## src/rtl/fbseq_pkg.sv

```systemverilog
package fbseq_pkg;
  typedef enum logic {
    ORDER_HORIZ = 1'b0,
    ORDER_VERT  = 1'b1
  } scan_order_e;

  // Remap bit that selects row-first stepping.
  localparam int VERT_BIT = 2;
endpackage

```

## src/rtl/fbseq_reduce.sv

```systemverilog
// Reduces an incoming bound to the range 0..LIMIT-1.
module fbseq_reduce #(
  parameter int IN_W  = 8,
  parameter int LIMIT = 80,
  parameter int OUT_W = 7
) (
  input  logic [IN_W-1:0]  value_in,
  output logic [OUT_W-1:0] value_out
);
  localparam int NSUB = ((1 << IN_W) + LIMIT - 1) / LIMIT;

  generate
    if ((LIMIT & (LIMIT - 1)) == 0) begin : g_pow2
      assign value_out = value_in[OUT_W-1:0];
    end else begin : g_sub
      logic [IN_W-1:0] acc;
      always_comb begin
        acc = value_in;
        for (int i = 0; i < NSUB; i++) begin
          if (acc >= IN_W'(LIMIT)) acc = acc - IN_W'(LIMIT);
        end
      end
      assign value_out = acc[OUT_W-1:0];
    end
  endgenerate
endmodule

```

## src/rtl/fbseq_axis.sv

```systemverilog
// One pointer with its window start/end.
module fbseq_axis #(
  parameter int W        = 6,
  parameter int RESET_HI = 63
) (
  input  logic         clk,
  input  logic         rst_n,
  input  logic         load,
  input  logic [W-1:0] lo_in,
  input  logic [W-1:0] hi_in,
  input  logic         step,
  output logic [W-1:0] ptr,
  output logic         at_end
);
  logic [W-1:0] lo_q, hi_q;

  assign at_end = (ptr >= hi_q);

  always_ff @(posedge clk) begin
    if (!rst_n) begin
      lo_q <= '0;
      hi_q <= W'(RESET_HI);
      ptr  <= '0;
    end else if (load) begin
      lo_q <= lo_in;
      hi_q <= hi_in;
      ptr  <= lo_in;
    end else if (step) begin
      ptr <= at_end ? lo_q : ptr + W'(1);
    end
  end
endmodule

```

## src/rtl/fbseq_wport.sv

```systemverilog
// Registered write port and redraw flag.
module fbseq_wport #(
  parameter int AW = 13,
  parameter int DW = 8
) (
  input  logic          clk,
  input  logic          rst_n,
  input  logic          accept,
  input  logic [AW-1:0] addr_in,
  input  logic [DW-1:0] data_in,
  input  logic          clear,
  output logic          wr_en,
  output logic [AW-1:0] wr_addr,
  output logic [DW-1:0] wr_data,
  output logic          redraw
);
  always_ff @(posedge clk) begin
    if (!rst_n) begin
      wr_en   <= 1'b0;
      wr_addr <= '0;
      wr_data <= '0;
      redraw  <= 1'b0;
    end else begin
      wr_en <= accept;
      if (accept) begin
        wr_addr <= addr_in;
        wr_data <= data_in;
      end
      if (accept)     redraw <= 1'b1;
      else if (clear) redraw <= 1'b0;
    end
  end
endmodule

```

## src/rtl/fb_addr_seq.sv

```systemverilog
module fb_addr_seq
  import fbseq_pkg::*;
#(
  parameter int  COL_BYTES = 64,
  parameter int  ROW_COUNT = 80,
  parameter int  BYTE_W    = 8,
  localparam int ADDR_W    = $clog2(COL_BYTES * ROW_COUNT)
) (
  input  logic              clk,
  input  logic              rst_n,
  input  logic              data_valid,
  output logic              data_ready,
  input  logic [BYTE_W-1:0] data_byte,
  input  logic              col_load,
  input  logic [BYTE_W-1:0] col_lo,
  input  logic [BYTE_W-1:0] col_hi,
  input  logic              row_load,
  input  logic [BYTE_W-1:0] row_lo,
  input  logic [BYTE_W-1:0] row_hi,
  input  logic              remap_load,
  input  logic [BYTE_W-1:0] remap_byte,
  input  logic              redraw_clear,
  output logic              wr_en,
  output logic [ADDR_W-1:0] wr_addr,
  output logic [BYTE_W-1:0] wr_data,
  output logic              redraw_pending
);
  localparam int CW = $clog2(COL_BYTES);
  localparam int RW = $clog2(ROW_COUNT);

  logic          accept;
  logic [CW-1:0] c_lo, c_hi, c_ptr;
  logic [RW-1:0] r_lo, r_hi, r_ptr;
  logic          c_end, r_end, c_step, r_step;
  logic [ADDR_W-1:0] lin_addr;
  scan_order_e   order_q;

  assign data_ready = !(col_load || row_load || remap_load);
  assign accept     = data_valid && data_ready;

  fbseq_reduce #(.IN_W(BYTE_W), .LIMIT(COL_BYTES), .OUT_W(CW)) u_red_clo (.value_in(col_lo), .value_out(c_lo));
  fbseq_reduce #(.IN_W(BYTE_W), .LIMIT(COL_BYTES), .OUT_W(CW)) u_red_chi (.value_in(col_hi), .value_out(c_hi));
  fbseq_reduce #(.IN_W(BYTE_W), .LIMIT(ROW_COUNT), .OUT_W(RW)) u_red_rlo (.value_in(row_lo), .value_out(r_lo));
  fbseq_reduce #(.IN_W(BYTE_W), .LIMIT(ROW_COUNT), .OUT_W(RW)) u_red_rhi (.value_in(row_hi), .value_out(r_hi));

  always_ff @(posedge clk) begin
    if (!rst_n)          order_q <= ORDER_HORIZ;
    else if (remap_load) order_q <= remap_byte[VERT_BIT] ? ORDER_VERT : ORDER_HORIZ;
  end

  // The leading axis steps on every byte; the other steps when the leader wraps.
  always_comb begin
    unique case (order_q)
      ORDER_VERT: begin
        r_step = accept;
        c_step = accept && r_end;
      end
      default: begin
        c_step = accept;
        r_step = accept && c_end;
      end
    endcase
  end

  fbseq_axis #(.W(CW), .RESET_HI(COL_BYTES - 1)) u_col (
    .clk(clk), .rst_n(rst_n), .load(col_load), .lo_in(c_lo), .hi_in(c_hi),
    .step(c_step), .ptr(c_ptr), .at_end(c_end)
  );

  fbseq_axis #(.W(RW), .RESET_HI(ROW_COUNT - 1)) u_row (
    .clk(clk), .rst_n(rst_n), .load(row_load), .lo_in(r_lo), .hi_in(r_hi),
    .step(r_step), .ptr(r_ptr), .at_end(r_end)
  );

  assign lin_addr = ADDR_W'(r_ptr) * ADDR_W'(COL_BYTES) + ADDR_W'(c_ptr);

  fbseq_wport #(.AW(ADDR_W), .DW(BYTE_W)) u_wport (
    .clk(clk), .rst_n(rst_n), .accept(accept), .addr_in(lin_addr),
    .data_in(data_byte), .clear(redraw_clear), .wr_en(wr_en),
    .wr_addr(wr_addr), .wr_data(wr_data), .redraw(redraw_pending)
  );
endmodule

```

## config.mk

```make
export PLATFORM = sky130hd
export DESIGN_NAME = fb_addr_seq
export DESIGN_NICKNAME = d
export VERILOG_FILES = /design/src/rtl/fbseq_pkg.sv /design/src/rtl/fbseq_reduce.sv /design/src/rtl/fbseq_axis.sv /design/src/rtl/fbseq_wport.sv /design/src/rtl/fb_addr_seq.sv
export SDC_FILE = /design/constraint.sdc
export NUM_CORES = 1
export LEC_CHECK = 0
export BUFFER_PORTS_ARGS = -buffer_cell sky130_fd_sc_hd__buf_2
export CORE_MARGIN = 4
export CORE_UTILIZATION = 46
export DETAILED_ROUTE_END_ITERATION = 7
export GPL_ROUTABILITY_DRIVEN = 0
export GPL_TIMING_DRIVEN = 0
export HOLD_SLACK_MARGIN = 0.15
export PLACE_DENSITY = 0.68
export SLEW_MARGIN = 20
export SYNTH_ARGS = -nofsm -noshare
export SYNTH_HDL_FRONTEND = slang
export SYNTH_SLANG_ARGS = --single-unit
```

## constraint.sdc

```tcl
create_clock -name clk -period 16.3 [get_ports clk]
set_clock_uncertainty 0.2 [all_clocks]
set_input_delay 3.26 -clock clk [delete_from_list [all_inputs] [get_ports clk]]
set_output_delay 3.26 -clock clk [all_outputs]
set_load 0.02 [all_outputs]
```

Yosys cells after proc, flatten, opt, wreduce, memory -nomap -nowiden. Index checks and enable logic that the tools add are counted. W data, S select, Z words.

Flip-flop bits (word level): 63. Input port bits: 55. Output and inout bits: 24. Logic and storage cells: 60.

Add/sub/neg operators: 11. Magnitude comparators: 10. Mux-type cells: 19. Reductions and logical operators: 9.

Operator list (number): $ge A8 B7 Y1 const B (8); $mux W8 (6); $sub A8 B7 Y8 const B (6); $mux W7 (5); $mux W6 (3); $sub A7 B7 Y7 const B (2); $add A13 B6 Y13 (1); $add A7 B1 Y7 const B (1); $ge A7 B7 Y1 (1); $add A6 B1 Y6 const B (1); $ge A6 B6 Y1 (1); $reduce_bool A2 Y1 (3); $mux W1 (5); $logic_and A1 B1 Y1 (3); $logic_or A1 B1 Y1 (2); $logic_not A1 Y1 (1).

Logic depth before layout (Yosys ltp).
Depth after elaboration: 9. Gate-level depth with buffers: 26. Gate-level depth less buffers: 25.

Cells and area by module. From an unflattened synthesis, not the netlist that was laid out.

Cells, all modules: 485. Area, all modules: 4400.5 sq um.

Modules (own cells, without submodules): fbseq_axis (u_row) (instances 1, cells each 133, area each 1158.6 sq um, sequential area each 420.4 sq um); fbseq_axis (u_col) (instances 1, cells each 110, area each 1016.0 sq um, sequential area each 360.3 sq um); fbseq_wport (instances 1, cells each 73, area each 880.8 sq um, sequential area each 460.4 sq um); fbseq_reduce (u_red_rhi) (instances 1, cells each 76, area each 616.8 sq um, sequential area each 0.0 sq um); fbseq_reduce (u_red_rlo) (instances 1, cells each 73, area each 554.3 sq um, sequential area each 0.0 sq um); fbseq_reduce (u_red_chi ...) (instances 2, cells each 6, area each 45.0 sq um, sequential area each 0.0 sq um); fb_addr_seq (instances 1, cells each 8, area each 83.8 sq um, sequential area each 20.0 sq um).

Worst setup path after synthesis. Ideal clock, no wire load.

Path kind: in2reg. Start: in row_lo[4]. End: reg u_row.ptr[5]. Library setup time: 0.125 ns. Arrival: 7.659 ns. Required time: 15.975 ns. Path slack: 8.316 ns. Stages on the path: 26. Buffers on the path: 2. Cells stage by stage: buf_2 inv_1 ha_1 buf_2 o221a_4 mux2i_1 inv_1 ha_1 a22oi_1 o221a_2 nand2_1 xnor2_1 inv_1 ha_1 or2b_1 o221ai_1 a311oi_1 or2_4 xor2_4 inv_1 ha_1 nand2_1 nand2_1 a221oi_2 mux2i_1 nor4b_2.

Word-level cells in the longest chain between the ends: 9. Elaborated cells on any way between the ends: 13. Those cells by class: add/sub: 4; order compare: 4; mux: 5.

Ends and longest elaborated chain: from (decl) (RTL line fb_addr_seq.sv:18) `input logic [BYTE_W-1:0] row_lo,`; $sub A8 B7 Y8 or $ge A8 B7 Y1 (tied branches) (RTL line fbseq_reduce.sv:20) `if (acc >= IN_W'(LIMIT)) acc = acc - IN_W'(LIMIT);`; $mux W8 * (RTL line fbseq_reduce.sv:20); $sub A8 B7 Y8 or $ge A8 B7 Y1 (tied branches) (RTL line fbseq_reduce.sv:20); $mux W8 * (RTL line fbseq_reduce.sv:20); $sub A8 B7 Y8 or $ge A8 B7 Y1 (tied branches) (RTL line fbseq_reduce.sv:20); $mux W8 * (RTL line fbseq_reduce.sv:20); $sub A7 B7 Y7 or $ge A8 B7 Y1 (tied branches) (RTL line fbseq_reduce.sv:20); $mux W7 * (RTL line fbseq_reduce.sv:20); $mux W7 * (RTL line fbseq_axis.sv:24) `end else if (load) begin`; to (signal assigned) (RTL line fbseq_axis.sv:27) `ptr <= lo_in;`; to (signal assigned) (RTL line fbseq_axis.sv:29) `ptr <= at_end ? lo_q : ptr + W'(1);`; to (decl) (RTL line fbseq_axis.sv:12) `output logic [W-1:0] ptr,`.

Every way passes the cells marked *; elsewhere a longest branch is shown, timed or not. A chain may end at the register's enable or synchronous reset.

Worst setup path in the final report.
Start: in row_hi[4]. End: reg u_row.hi_q[5].

Word-level cells in the longest chain between the ends: 8. Elaborated cells on any way between the ends: 12. Those cells by class: add/sub: 4; order compare: 4; mux: 4.

Ends and longest elaborated chain: from (decl) (RTL line fb_addr_seq.sv:19) `input logic [BYTE_W-1:0] row_hi,`; $sub A8 B7 Y8 or $ge A8 B7 Y1 (tied branches) (RTL line fbseq_reduce.sv:20); $mux W8 * (RTL line fbseq_reduce.sv:20); $sub A8 B7 Y8 or $ge A8 B7 Y1 (tied branches) (RTL line fbseq_reduce.sv:20); $mux W8 * (RTL line fbseq_reduce.sv:20); $sub A8 B7 Y8 or $ge A8 B7 Y1 (tied branches) (RTL line fbseq_reduce.sv:20); $mux W8 * (RTL line fbseq_reduce.sv:20); $sub A7 B7 Y7 or $ge A8 B7 Y1 (tied branches) (RTL line fbseq_reduce.sv:20); $mux W7 * (RTL line fbseq_reduce.sv:20); to (signal assigned) (RTL line fbseq_axis.sv:22) `hi_q <= W'(RESET_HI);`; to (signal assigned) (RTL line fbseq_axis.sv:26) `hi_q <= hi_in;`; to (decl) (RTL line fbseq_axis.sv:15) `logic [W-1:0] lo_q, hi_q;`.

Marks and branches as above.

==> results.md <==
* Post-CTS Setup Inserts at 0
* Leading cell type in the layout, fill and taps excluded: nand2_1
* Post-cts resize count at 0
* Final WS setup at 7.90 ns
* # DRC at 0
* Root buf cell: clkbuf_8
* Status: finished clean
* DIE AREA at 10800 um2
* Antenna cells at 0
* Slew margin rel. at 57.3%
* Commonest non-fill, non-tap cells in the layout: 93 x nand2_1, 73 x buf_2, 63 x dfxtp_1
* Vias after detailed routing at 4141
* FF+latch count, synth at 63
* Final Power at 0.407 mW
* Met1 usage at 28.1%
* Max Cap Viol at 0
* Post-Synthesis Cells at 537
* Worst min path class: reg -> reg
* Max-slew violation count at 0
* Most Used Layer, Global Route: met2
* Initial Utilization at 48.0%
* RSZ-0062 raised after global routing: false
* PortBufs at 67
* Chip Width at 104 um
* Layout Area Growth over Synthesis at 15.7%
* Leakage at 2.19 nW
* Sequential share of the synthesized area at 29.7%
* CTS sink count at 63
* Worst-margin pin slew at 0.624 ns
* WL final at 10.8 mm
* Final min period at 8.40 ns
* Ys Warns at 0
* H-Tree Depth at 3
* Fraction of layout cells with a size suffix above 1 at 18.6%
* Num ports at 79
* Post-layout util at 55.5%
* Layout Cells excl Fill at 727
* Setup_tns at 0 ns
* Fillers at 836
* Placed insts at 712
* DR WL/cell at 14.8 um
* Core Area at 8850 um2
* Die Ht at 104 um
* Kind of end point of the critical path: register
* Startpoint Class: primary input
* M3 GR Usage at 4.03%
* Violation count after the first detailed-route iteration at 267
* Final worst-path cycle share at 51.5%
* Post-synth ARST share at 0%
* Longest Clk Path Bufs at 2
* Primary FF master, synth: dfxtp_1
* Clock latency on the worst-skew pair at 0.34 ns
* WP data required at 16.37 ns
* Remaining antenna violation count at 0
* CTS tree: built
* Row Count at 34
* CP arrival at 8.47 ns
* Vias in the first global route at 4055
* Initial antenna violation count at 0
* PwrDens at 82.9 nW/um2
* Number of enable flip-flop cells after synthesis at 0
* Max VDD drop at 0.0000484 V
* GR Util met2 at 31.8%
* Total gr overflow at 0
* Hold violation total from the final report at 0
* Total Routing Usage GR at 20.2%
* Place WS at 7.61 ns
* Final setup viols at 0
* Syn Area/Cell at 7.91 um2
* First-pass detailed-route iteration total at 5
* Worst-path maximum fanout at 10
* NumNets Final at 697
* Largest net degree at the start of global routing at 11
* CTS Buf Count at 9
* Crit Path Class: in -> reg
* Dpl hpwl at 8.25 mm
* Netlist cell types at 74
* Hold-fix buffers, CTS at 0
* Post-Syn Area at 4250 um2
* Vias per inst at 5.70
* First-pass GRT wire length at 18.8 mm
* Clock Pin Slew Worst Setup and Hold Paths at 0.07 ns
* F_max at 0.119 GHz
* Post-synthesis net count at 619
final cells by class:
class                           count  area [um2]  area share [%]
Buffer                             23        97.6            1.99
Clock buffer                       12         155            3.16
Clock inverter                      3        42.5           0.866
Inverter                           34         128            2.60
Multi-Input combinational cell    417        2760            56.1
Sequential cell                    63        1260            25.7
Tap cell                          108         135            2.75
Timing Repair Buffer               67         335            6.82
stage by stage:
step / cell area, um2 / hold WS (ns)
finish: 4910 / 0.255
global route: 4910 / 0.274
CTS: 4910 / 0.254
global placement: 4720 / 0.240
detailed placement: 4720 / 0.244
floorplan: 4250 / 0.226
worst paths after layout:
| path | start | to | slack, ns | cells past startpoint |
|---|---|---|---|---|
| worst max-delay path | row_hi[4] | u_row.hi_q[5]$_SDFFE_PN0P_ | 7.90 | 26 |
| worst min-delay path | u_wport.wr_addr[4]$_SDFFE_PN0P_ | u_wport.wr_addr[4]$_SDFFE_PN0P_ | 0.25 | 2 |
| worst max register to register | u_row.ptr[0]$_SDFFE_PN0P_ | u_col.ptr[2]$_SDFFE_PN0P_ | 13.18 | 11 |
| worst min register to register | u_wport.wr_addr[4]$_SDFFE_PN0P_ | u_wport.wr_addr[4]$_SDFFE_PN0P_ | 0.25 | 2 |
layer usage:
| layer | wire (um) | part of all wire [%] |
|---|---|---|
| met1 | 5160 | 48 |
| met2 | 4760 | 44 |
| met3 | 688 | 6.4 |
| met4 | 164 | 1.5 |
| met5 | 0 | 0 |
logic make-up after synthesis:
| group | after synthesis | share of synthesized area (%) |
|---|---|---|
| flip-flops | 63 | 29.7 |
| buffers and inverters | 57 | 5.31 |
| adder cells (fa/ha/maj) | 27 | 7.96 |
| XOR/XNOR | 7 | 1.89 |
| multiplexers | 24 | 6.13 |
| AO/OA/AOI/OAI | 160 | 25.8 |
| AND/OR/NAND/NOR | 199 | 23.2 |
registers in the layout (all words and copies together), names as in the netlist:
register         count
order_q              1
u_col.hi_q           6
u_col.lo_q           6
u_col.ptr            6
u_row.hi_q           7
u_row.lo_q           7
u_row.ptr            7
u_wport.redraw       1
u_wport.wr_addr     13
u_wport.wr_data      8
u_wport.wr_en        1
synthesized netlist by cell type, types with 9 or more instances:
library cell	count	area [um2]
a21oi_1	44	220
and2_1	9	56.3
clkbuf_1	13	48.8
dfxtp_1	63	1260
ha_1	27	338
inv_1	33	124
mux2i_1	17	170
nand2_1	93	349
nand3_1	12	60.1
nor2_1	29	109
o211ai_1	16	120
o21ai_0	28	140
where the power goes:
part	switching (mW)	leakage, nW	internal (mW)
Sequential	0.00758	0.517	0.162
Combinational	0.0575	1.58	0.0435
Clock	0.0588	0.0985	0.0779
Total	0.124	2.19	0.284
critical path: stages:
cell	delay [ns]
buf_2	0.09
buf_2	0.17
inv_1	0.12
ha_1	0.21
buf_2	0.17
nor4bb_1	0.15
a2111oi_0	0.52
and3_1	0.30
inv_1	0.11
ha_1	0.21
inv_1	0.08
o21ai_0	0.09
mux2_2	0.28
a21oi_1	0.23
xnor2_1	0.14
ha_1	0.22
a41oi_1	0.16
nor2_1	0.07
o32ai_1	0.32
a32o_1	0.28
ha_1	0.23
a21boi_0	0.24
nand2_1	0.08
a22oi_1	0.30
mux2_4	0.34
a21oi_2	0.12
Note: power is estimated with default switching activity, not from simulation.
